**src/rtl/faultirq_pkg.sv**
```systemverilog
package faultirq_pkg;

  localparam int FI_NUM_CLASS = 8;
  localparam int FI_SRC_W     = 8;
  localparam int FI_ADDR_W    = 8;
  localparam int FI_DATA_W    = 8;

  // Register addresses (fixed map; software depends on them)
  localparam logic [7:0] FI_A_THERM_STAT = 8'h23;
  localparam logic [7:0] FI_A_THERM_MASK = 8'h24;
  localparam logic [7:0] FI_A_SUB_BASE   = 8'h24; // class k >= 1 at base + k
  localparam logic [7:0] FI_A_SYS_MASK   = 8'h2C;
  localparam logic [7:0] FI_A_MAIN_STAT  = 8'h30;
  localparam logic [7:0] FI_A_MAIN_MASK  = 8'h31;

  // Class indices, also the main status bit positions
  typedef enum int {
    FI_THERM = 0,
    FI_OVP   = 1,
    FI_SCP   = 2,
    FI_OCP   = 3,
    FI_OVD   = 4,
    FI_UVD   = 5,
    FI_UVP   = 6,
    FI_SYS   = 7
  } fi_class_e;

  // Sources that exist in each class
  function automatic logic [7:0] fi_valid_src(int k);
    case (k)
      FI_OVD:  return 8'h2F;
      FI_UVD:  return 8'h6F;
      default: return 8'hFF;
    endcase
  endfunction

  function automatic bit fi_has_submask(int k);
    return (k == FI_THERM) || (k == FI_SYS);
  endfunction

  function automatic logic [7:0] fi_stat_addr(int k);
    if (k == FI_THERM) return FI_A_THERM_STAT;
    return FI_A_SUB_BASE + 8'(k);
  endfunction

  function automatic logic [7:0] fi_mask_addr(int k);
    if (k == FI_THERM) return FI_A_THERM_MASK;
    return FI_A_SYS_MASK;
  endfunction

endpackage

```
**src/rtl/faultirq_class.sv**
```systemverilog
// One fault class: sticky sub-status with level-held acknowledge,
// optional sub-mask, and the class summary bit.
module faultirq_class #(
  parameter int               SRC_W    = 8,
  parameter logic [SRC_W-1:0] VALID    = '1,
  parameter bit               HAS_MASK = 1'b0
) (
  input  logic             clk,
  input  logic             rst_n,
  input  logic [SRC_W-1:0] cond,
  input  logic [SRC_W-1:0] stat_clr,
  input  logic             mask_we,
  input  logic [SRC_W-1:0] mask_wdata,
  output logic [SRC_W-1:0] sub_stat,
  output logic [SRC_W-1:0] sub_mask,
  output logic             pending
);

  logic [SRC_W-1:0] stat_q;
  logic [SRC_W-1:0] set_vec;

  // A live condition dominates any acknowledge in the same cycle
  assign set_vec = cond & VALID;

  always_ff @(posedge clk or negedge rst_n) begin
    if (!rst_n) begin
      stat_q <= '0;
    end else begin
      stat_q <= (stat_q & ~stat_clr) | set_vec;
    end
  end

  generate
    if (HAS_MASK) begin : g_mask
      logic [SRC_W-1:0] mask_q;
      always_ff @(posedge clk or negedge rst_n) begin
        if (!rst_n) begin
          mask_q <= '0;
        end else if (mask_we) begin
          mask_q <= mask_wdata;
        end
      end
      assign sub_mask = mask_q;
    end else begin : g_nomask
      logic unused_mask_in;
      assign unused_mask_in = mask_we ^ (^mask_wdata);
      assign sub_mask = '0;
    end
  endgenerate

  assign sub_stat = stat_q;
  assign pending  = |(stat_q & ~sub_mask);

endmodule

```
**src/rtl/faultirq_regfile.sv**
```systemverilog
// Address decode: write strobes toward the classes and main mask, read mux.
module faultirq_regfile
  import faultirq_pkg::*;
#(
  parameter int NUM_CLASS = 8,
  parameter int SRC_W     = 8,
  parameter int ADDR_W    = 8,
  parameter int DATA_W    = 8
) (
  input  logic [ADDR_W-1:0]                 reg_addr,
  input  logic                              reg_wen,
  input  logic [DATA_W-1:0]                 reg_wdata,
  input  logic [NUM_CLASS-1:0][SRC_W-1:0]   sub_stat,
  input  logic [NUM_CLASS-1:0][SRC_W-1:0]   sub_mask,
  input  logic [NUM_CLASS-1:0]              main_stat,
  input  logic [NUM_CLASS-1:0]              main_mask,
  output logic [NUM_CLASS-1:0][SRC_W-1:0]   stat_clr,
  output logic [NUM_CLASS-1:0]              mask_we,
  output logic                              main_mask_we,
  output logic [DATA_W-1:0]                 reg_rdata
);

  logic [7:0] addr8;
  logic       main_ack;

  assign addr8        = 8'(reg_addr);
  assign main_ack     = reg_wen && (addr8 == FI_A_MAIN_STAT);
  assign main_mask_we = reg_wen && (addr8 == FI_A_MAIN_MASK);

  // Per-class write strobes
  always_comb begin
    for (int k = 0; k < NUM_CLASS; k++) begin
      stat_clr[k] = '0;
      if (reg_wen && addr8 == fi_stat_addr(k)) begin
        stat_clr[k] = SRC_W'(reg_wdata);
      end
      if (main_ack && reg_wdata[k]) begin
        stat_clr[k] = '1;
      end
      mask_we[k] = reg_wen && fi_has_submask(k) && (addr8 == fi_mask_addr(k));
    end
  end

  // Read mux; unmapped addresses read zero
  always_comb begin
    reg_rdata = '0;
    if (addr8 == FI_A_MAIN_STAT) reg_rdata = DATA_W'(main_stat);
    if (addr8 == FI_A_MAIN_MASK) reg_rdata = DATA_W'(main_mask);
    for (int k = 0; k < NUM_CLASS; k++) begin
      if (addr8 == fi_stat_addr(k)) begin
        reg_rdata = DATA_W'(sub_stat[k]);
      end
      if (fi_has_submask(k) && addr8 == fi_mask_addr(k)) begin
        reg_rdata = DATA_W'(sub_mask[k]);
      end
    end
  end

endmodule

```
**src/rtl/faultirq_mainmask.sv**
```systemverilog
// Main mask register and interrupt gating.
module faultirq_mainmask #(
  parameter int NUM_CLASS = 8
) (
  input  logic                 clk,
  input  logic                 rst_n,
  input  logic                 mask_we,
  input  logic [NUM_CLASS-1:0] mask_wdata,
  input  logic [NUM_CLASS-1:0] main_stat,
  output logic [NUM_CLASS-1:0] main_mask,
  output logic                 irq
);

  logic [NUM_CLASS-1:0] mask_q;

  always_ff @(posedge clk or negedge rst_n) begin
    if (!rst_n) begin
      mask_q <= '0;
    end else if (mask_we) begin
      mask_q <= mask_wdata;
    end
  end

  assign main_mask = mask_q;
  assign irq       = |(main_stat & ~mask_q);

endmodule

```
**src/rtl/faultirq_aggregator.sv**
```systemverilog
module faultirq_aggregator
  import faultirq_pkg::*;
#(
  parameter int NUM_CLASS = FI_NUM_CLASS,
  parameter int SRC_W     = FI_SRC_W,
  parameter int ADDR_W    = FI_ADDR_W,
  parameter int DATA_W    = FI_DATA_W
) (
  input  logic                       clk,
  input  logic                       rst_n,
  input  logic [ADDR_W-1:0]          reg_addr,
  input  logic                       reg_wen,
  input  logic [DATA_W-1:0]          reg_wdata,
  output logic [DATA_W-1:0]          reg_rdata,
  input  logic [NUM_CLASS*SRC_W-1:0] fault_cond,
  output logic                       irq
);

  logic [NUM_CLASS-1:0][SRC_W-1:0] sub_stat;
  logic [NUM_CLASS-1:0][SRC_W-1:0] sub_mask;
  logic [NUM_CLASS-1:0][SRC_W-1:0] stat_clr;
  logic [NUM_CLASS-1:0]            mask_we;
  logic [NUM_CLASS-1:0]            main_stat;
  logic [NUM_CLASS-1:0]            main_mask;
  logic                            main_mask_we;

  generate
    for (genvar k = 0; k < NUM_CLASS; k++) begin : g_class
      faultirq_class #(
        .SRC_W   (SRC_W),
        .VALID   (SRC_W'(fi_valid_src(k))),
        .HAS_MASK(fi_has_submask(k))
      ) u_class (
        .clk       (clk),
        .rst_n     (rst_n),
        .cond      (fault_cond[k*SRC_W +: SRC_W]),
        .stat_clr  (stat_clr[k]),
        .mask_we   (mask_we[k]),
        .mask_wdata(SRC_W'(reg_wdata)),
        .sub_stat  (sub_stat[k]),
        .sub_mask  (sub_mask[k]),
        .pending   (main_stat[k])
      );
    end
  endgenerate

  faultirq_regfile #(
    .NUM_CLASS(NUM_CLASS),
    .SRC_W    (SRC_W),
    .ADDR_W   (ADDR_W),
    .DATA_W   (DATA_W)
  ) u_regs (
    .reg_addr    (reg_addr),
    .reg_wen     (reg_wen),
    .reg_wdata   (reg_wdata),
    .sub_stat    (sub_stat),
    .sub_mask    (sub_mask),
    .main_stat   (main_stat),
    .main_mask   (main_mask),
    .stat_clr    (stat_clr),
    .mask_we     (mask_we),
    .main_mask_we(main_mask_we),
    .reg_rdata   (reg_rdata)
  );

  faultirq_mainmask #(
    .NUM_CLASS(NUM_CLASS)
  ) u_main (
    .clk       (clk),
    .rst_n     (rst_n),
    .mask_we   (main_mask_we),
    .mask_wdata(NUM_CLASS'(reg_wdata)),
    .main_stat (main_stat),
    .main_mask (main_mask),
    .irq       (irq)
  );

endmodule

```
**config.mk**
```make
export PLATFORM = sky130hd
export DESIGN_NAME = faultirq_aggregator
export DESIGN_NICKNAME = d
export VERILOG_FILES = /design/src/rtl/faultirq_pkg.sv /design/src/rtl/faultirq_class.sv /design/src/rtl/faultirq_regfile.sv /design/src/rtl/faultirq_mainmask.sv /design/src/rtl/faultirq_aggregator.sv
export SDC_FILE = /design/constraint.sdc
export NUM_CORES = 1
export LEC_CHECK = 0
export BUFFER_PORTS_ARGS = -buffer_cell sky130_fd_sc_hd__buf_4
export CAP_MARGIN = 20
export CORE_ASPECT_RATIO = 0.5
export CORE_MARGIN = 1
export CORE_UTILIZATION = 62
export CTS_BUF_LIST = sky130_fd_sc_hd__clkbuf_8
export CTS_CLUSTER_DIAMETER = 200
export CTS_CLUSTER_SIZE = 24
export DETAILED_ROUTE_END_ITERATION = 10
export PLACE_DENSITY = 0.9
export SYNTH_ARGS = -nofsm -noshare
export SYNTH_HDL_FRONTEND = slang
export SYNTH_SLANG_ARGS = --single-unit
```
**constraint.sdc**
```tcl
create_clock -name clk -period 2.4 [get_ports clk]
set_input_delay 0.12 -clock clk [delete_from_list [all_inputs] [get_ports clk]]
set_output_delay 0.12 -clock clk [all_outputs]
set_load 0.005 [all_outputs]
```
==> results by stage <==
Run status:
- The run finished, with violations left.
- The final reports fail on negative setup slack.

Floorplan:
- The core region area is 7490 um2.
- The die outline height is 64.9 um.
- For this configuration, the core starts out at a cell density of 0.655.
- The width of the chip is 128 um.
- The number of core rows is 22.
- During I/O placement, the number of pins put on the boundary was 92.
- The die covers 8300 um2.

Clock tree:
- CTS built an H-tree with a depth of 3.
- The clock latency reported for the late side of the worst-skew pair is 380 ps.
- The number of clock buffers added by TritonCTS is 9.
- The clock sink total is 88.
- The number of buffers on the longest clock path is 2.
- Clock-pin slew was measured on the worst setup and hold paths at 90 ps.
- The library cell used as clock root buffer is sky130_fd_sc_hd__clkbuf_8.
- The TritonCTS clock tree is done.

Worst setup path:
- The slack of the worst reg-to-reg path is 1550 ps.
- The worst setup path is captured at an output pin.
- The kind of launch point of the worst setup path is a register.
- The highest fanout seen on the critical path is 2.
- Measured in cells, the most critical reg-to-reg path has a length of 1.
- The largest stage delay on the critical path is 550 ps.
- The required time of the critical path is 2280 ps.
- The signal on the critical path passes through or4_4 > nor2_4 > nor3_2 > a221oi_2 > a21boi_1 > a221o_1 > buf_4.
- The kind of critical path is register to output pin.
- The critical path's slowest cell is sky130_fd_sc_hd__or4_4.
- STA puts the critical path data arrival time at 2340 ps.

Synth:
- During synthesis, Yosys emitted a total of 0 warnings.
- In this run, synthesis produced a sequential element count of 88.
- The cell area that synthesis handed to floorplanning was 4910 um2.
- The synthesized net count is 615.
- A synthesized cell averages 9.22 um2.
- After synthesis, the cell types taking the most area are sky130_fd_sc_hd__dfrtp_1 (45%), sky130_fd_sc_hd__a31o_2 (9.3%), sky130_fd_sc_hd__nand2_1 (6.7%).
- The cell type contributing the most total cell area after synthesis is sky130_fd_sc_hd__dfrtp_1.
- The async set or reset register ratio after synthesis is 1.00.
- After synthesis, the most frequently instantiated cells are sky130_fd_sc_hd__dfrtp_1 (88), sky130_fd_sc_hd__nand2_1 (88), sky130_fd_sc_hd__a31o_2 (52), sky130_fd_sc_hd__nor2_1 (39), sky130_fd_sc_hd__o21ai_0 (33).
- The number of enable flip-flop cells after synthesis is 0.
- Of the post-synthesis cell area, the dominant cell type holds 0.449.
- The most used flip-flop cell after synthesis is sky130_fd_sc_hd__dfrtp_1.
- The share of synthesized area occupied by flip-flops and latches is 0.449.
- The netlist uses 49 different library cells.
- The instance count of the mapped netlist is 532.

Power:
- The combinational power share is 0.152.
- The share of total power dissipated in sequential elements is 0.492.
- The power per cell area is 464 nW/um2.
- The peak supply drop is 0.412 mV.
- Summed over all nets, the switching power comes to 840 uW.
- Of the total power, the clock network draws 0.356.
- The static leakage is 0.00266 uW.
- The share of total power consumed by net switching is 0.271.
- The sum of internal, switching and leakage power is 3100 uW.
- The internal power is 2260 uW.

Global route:
- Global routing finished with a remaining overflow of 0.
- The first global-routing pass estimated 29,800 um of wire.
- Entering global routing, the biggest net connects 50 pins.
- The initial antenna violation count came to 0.
- The number of global-route vias before repair came to 5,590.
- In the global route stage, overall resource usage came out at 0.492.

Finish:
- The diode insertion count for antenna repair is 0.
- The cell area after layout is 6680 um2.
- The area growth from synthesis to layout is 36.1%.
- Of the cells placed in the final design, the portion with a size suffix greater than 1 is 0.336.
- The final layout net count is 768.

Place:
- Once placement finished, the instance area stood at 5710 um2.
- The routability congestion estimate from global placement is 1.07.
- After legalization and detailed placement, the total HPWL measured 12,000 um.
- The number of I/O port buffers is 86.
- The worst slack at placement is 206 ps.

Detailed routing:
- The via count normalized by instance count is 7.05.
- The final antenna-violating net count is 0.
- The residual DRC count is 0.
- The detailed-routing iteration count for the pre-antenna-repair pass is 8.
- The wire length per cell is 25.1 um.
- For this block, the via count after detailed routing is 5,629.
- The detailed router finished its first iteration with 938 violations.
- After detailed routing, the total wire length is 20,000 um.

STA:
- The count of final setup violators is 1.
- At the pin with the least slew margin, the transition time is 613 ps.
- The time the worst path needs with I/O delays and setup is 2460 ps.
- Timing would allow up to 406 MHz.
- Setup repair after global routing could not meet its margin everywhere.
- The post-layout worst setup margin is -63.9 ps.
- The worst pin sits at a relative slew slack of 0.590.
- The count of pins over their slew limit is 0.
- The clock skew after layout is 0 ps.
- The ratio of final minimum period to clock period is 1.03.
- The total count of hold-check failures in the final report was 0.

Worst hold path:
- Counting instances, the worst hold path has a depth of 2.
- The min-delay analysis places its worst path in the category input port to register.

Run:
- The max capacitance violation total is 0.
area by class of cell:
| class | count | area, um2 |
|---|---|---|
| tap | 108 | 135 |
| sequential | 88 | 2200 |
| fill | 343 | 810 |
| timing repair buffer | 172 | 1450 |
| inverter | 12 | 45.0 |
| clock inverter | 5 | 56.3 |
| multi-input combinational | 402 | 2630 |
| clock buffer | 11 | 151 |
power by group through the flow:
stage	combinational, uW	sequential (uW)	clock, uW
5_1_grt	487	1530	1150
3_5_place_dp	354	1550	0
6_report	472	1520	1100
3_3_place_gp	348	1550	0
2_1_floorplan	147	1540	0
4_1_cts	435	1520	1070
per-layer routing:
| layer | part of all wire | vias to the layer above | GRT usage | routed length [um] |
|---|---|---|---|---|
| li1 | - | 2265 | - | - |
| met1 | 0.35 | 2606 | 0.616 | 6910 |
| met2 | 0.42 | 586 | 0.745 | 8460 |
| met3 | 0.16 | 172 | 0.173 | 3270 |
| met4 | 0.069 | 0 | 0.291 | 1370 |
| met5 | 0 | - | 0 | 0 |
worst max-delay path: cells and delay by family (launching register included):
family                 cells  cell delay, ps
AND/OR/NAND/NOR            3             800
buffers and inverters      1             130
AO/OA/AOI/OAI              3             650
flip-flops                 1             390
stage by stage:
step                      TNS (ps)   util  cells  hold WS, ps
after global routing         -85.1  0.892    798          161
after CTS                        0  0.880    797          151
after detailed placement         0  0.763    715          127
after global placement           0  0.763    715          123
after floorplan                  0      -    532         -176
final                        -63.9  0.892    798          170
layout by cell type (no fill, tap or decap), drive strengths merged, types with 3 or more instances in the layout:
cell type / count
and3: 6
and2: 5
clkinvlp: 3
mux2i: 6
clkbuf: 11
o22ai: 18
buf: 112
o21ai: 33
dlygate4sd3: 60
mux2: 28
nor3: 5
inv: 13
a31o: 52
o2111ai: 4
dfrtp: 88
a22oi: 8
nor2b: 6
a21o: 7
nand3: 9
nor4: 7
a211oi: 3
a31oi: 4
a21oi: 23
or4: 8
or3: 4
nand2: 89
nand2b: 11
or2: 3
nor2: 40
state kept, by name, summed over array words and instances (netlist names):
signal,flops
g_class.u_class.sub_stat,64
u_main.main_mask,8
g_class.u_class.sub_mask,16
worst paths after layout:
| path | from | to |
|---|---|---|
| worst max-delay path | g_class[4].u_class.sub_stat[1] | reg_rdata[4] |
| worst min-delay path | reg_wdata[2] | u_main.main_mask[2] |
| worst max register to register | g_class[6].u_class.sub_stat[3] | g_class[6].u_class.sub_stat[3] |
| worst min register to register | g_class[4].u_class.sub_stat[4] | g_class[4].u_class.sub_stat[4] |
| max in group asynchronous | rst_n | g_class[7].u_class.sub_stat[3] |
| min in group asynchronous | rst_n | g_class[2].u_class.sub_stat[3] |
cells by family (layout without fill, tap and decap cells):
group	Yosys count	after routing	share of synthesized area
muxes	34	34	0.0765
and+or+nand+nor	202	202	0.201
AOI/OAI and AO/OA	166	166	0.238
buffers and inverters	42	200	0.0362
DFF	88	88	0.449
repair_timing:
item / 4_1_cts / 5_1_grt
endpoints found under the setup margin: 1 / 7
setup buffers: 6 / 1
hold buffers: 60 / 0
resized for setup: 6 / 17
pin swaps: 3 / 4
hold endpoints to repair: 98 / 0
Note: power is estimated with default switching activity, not from simulation.
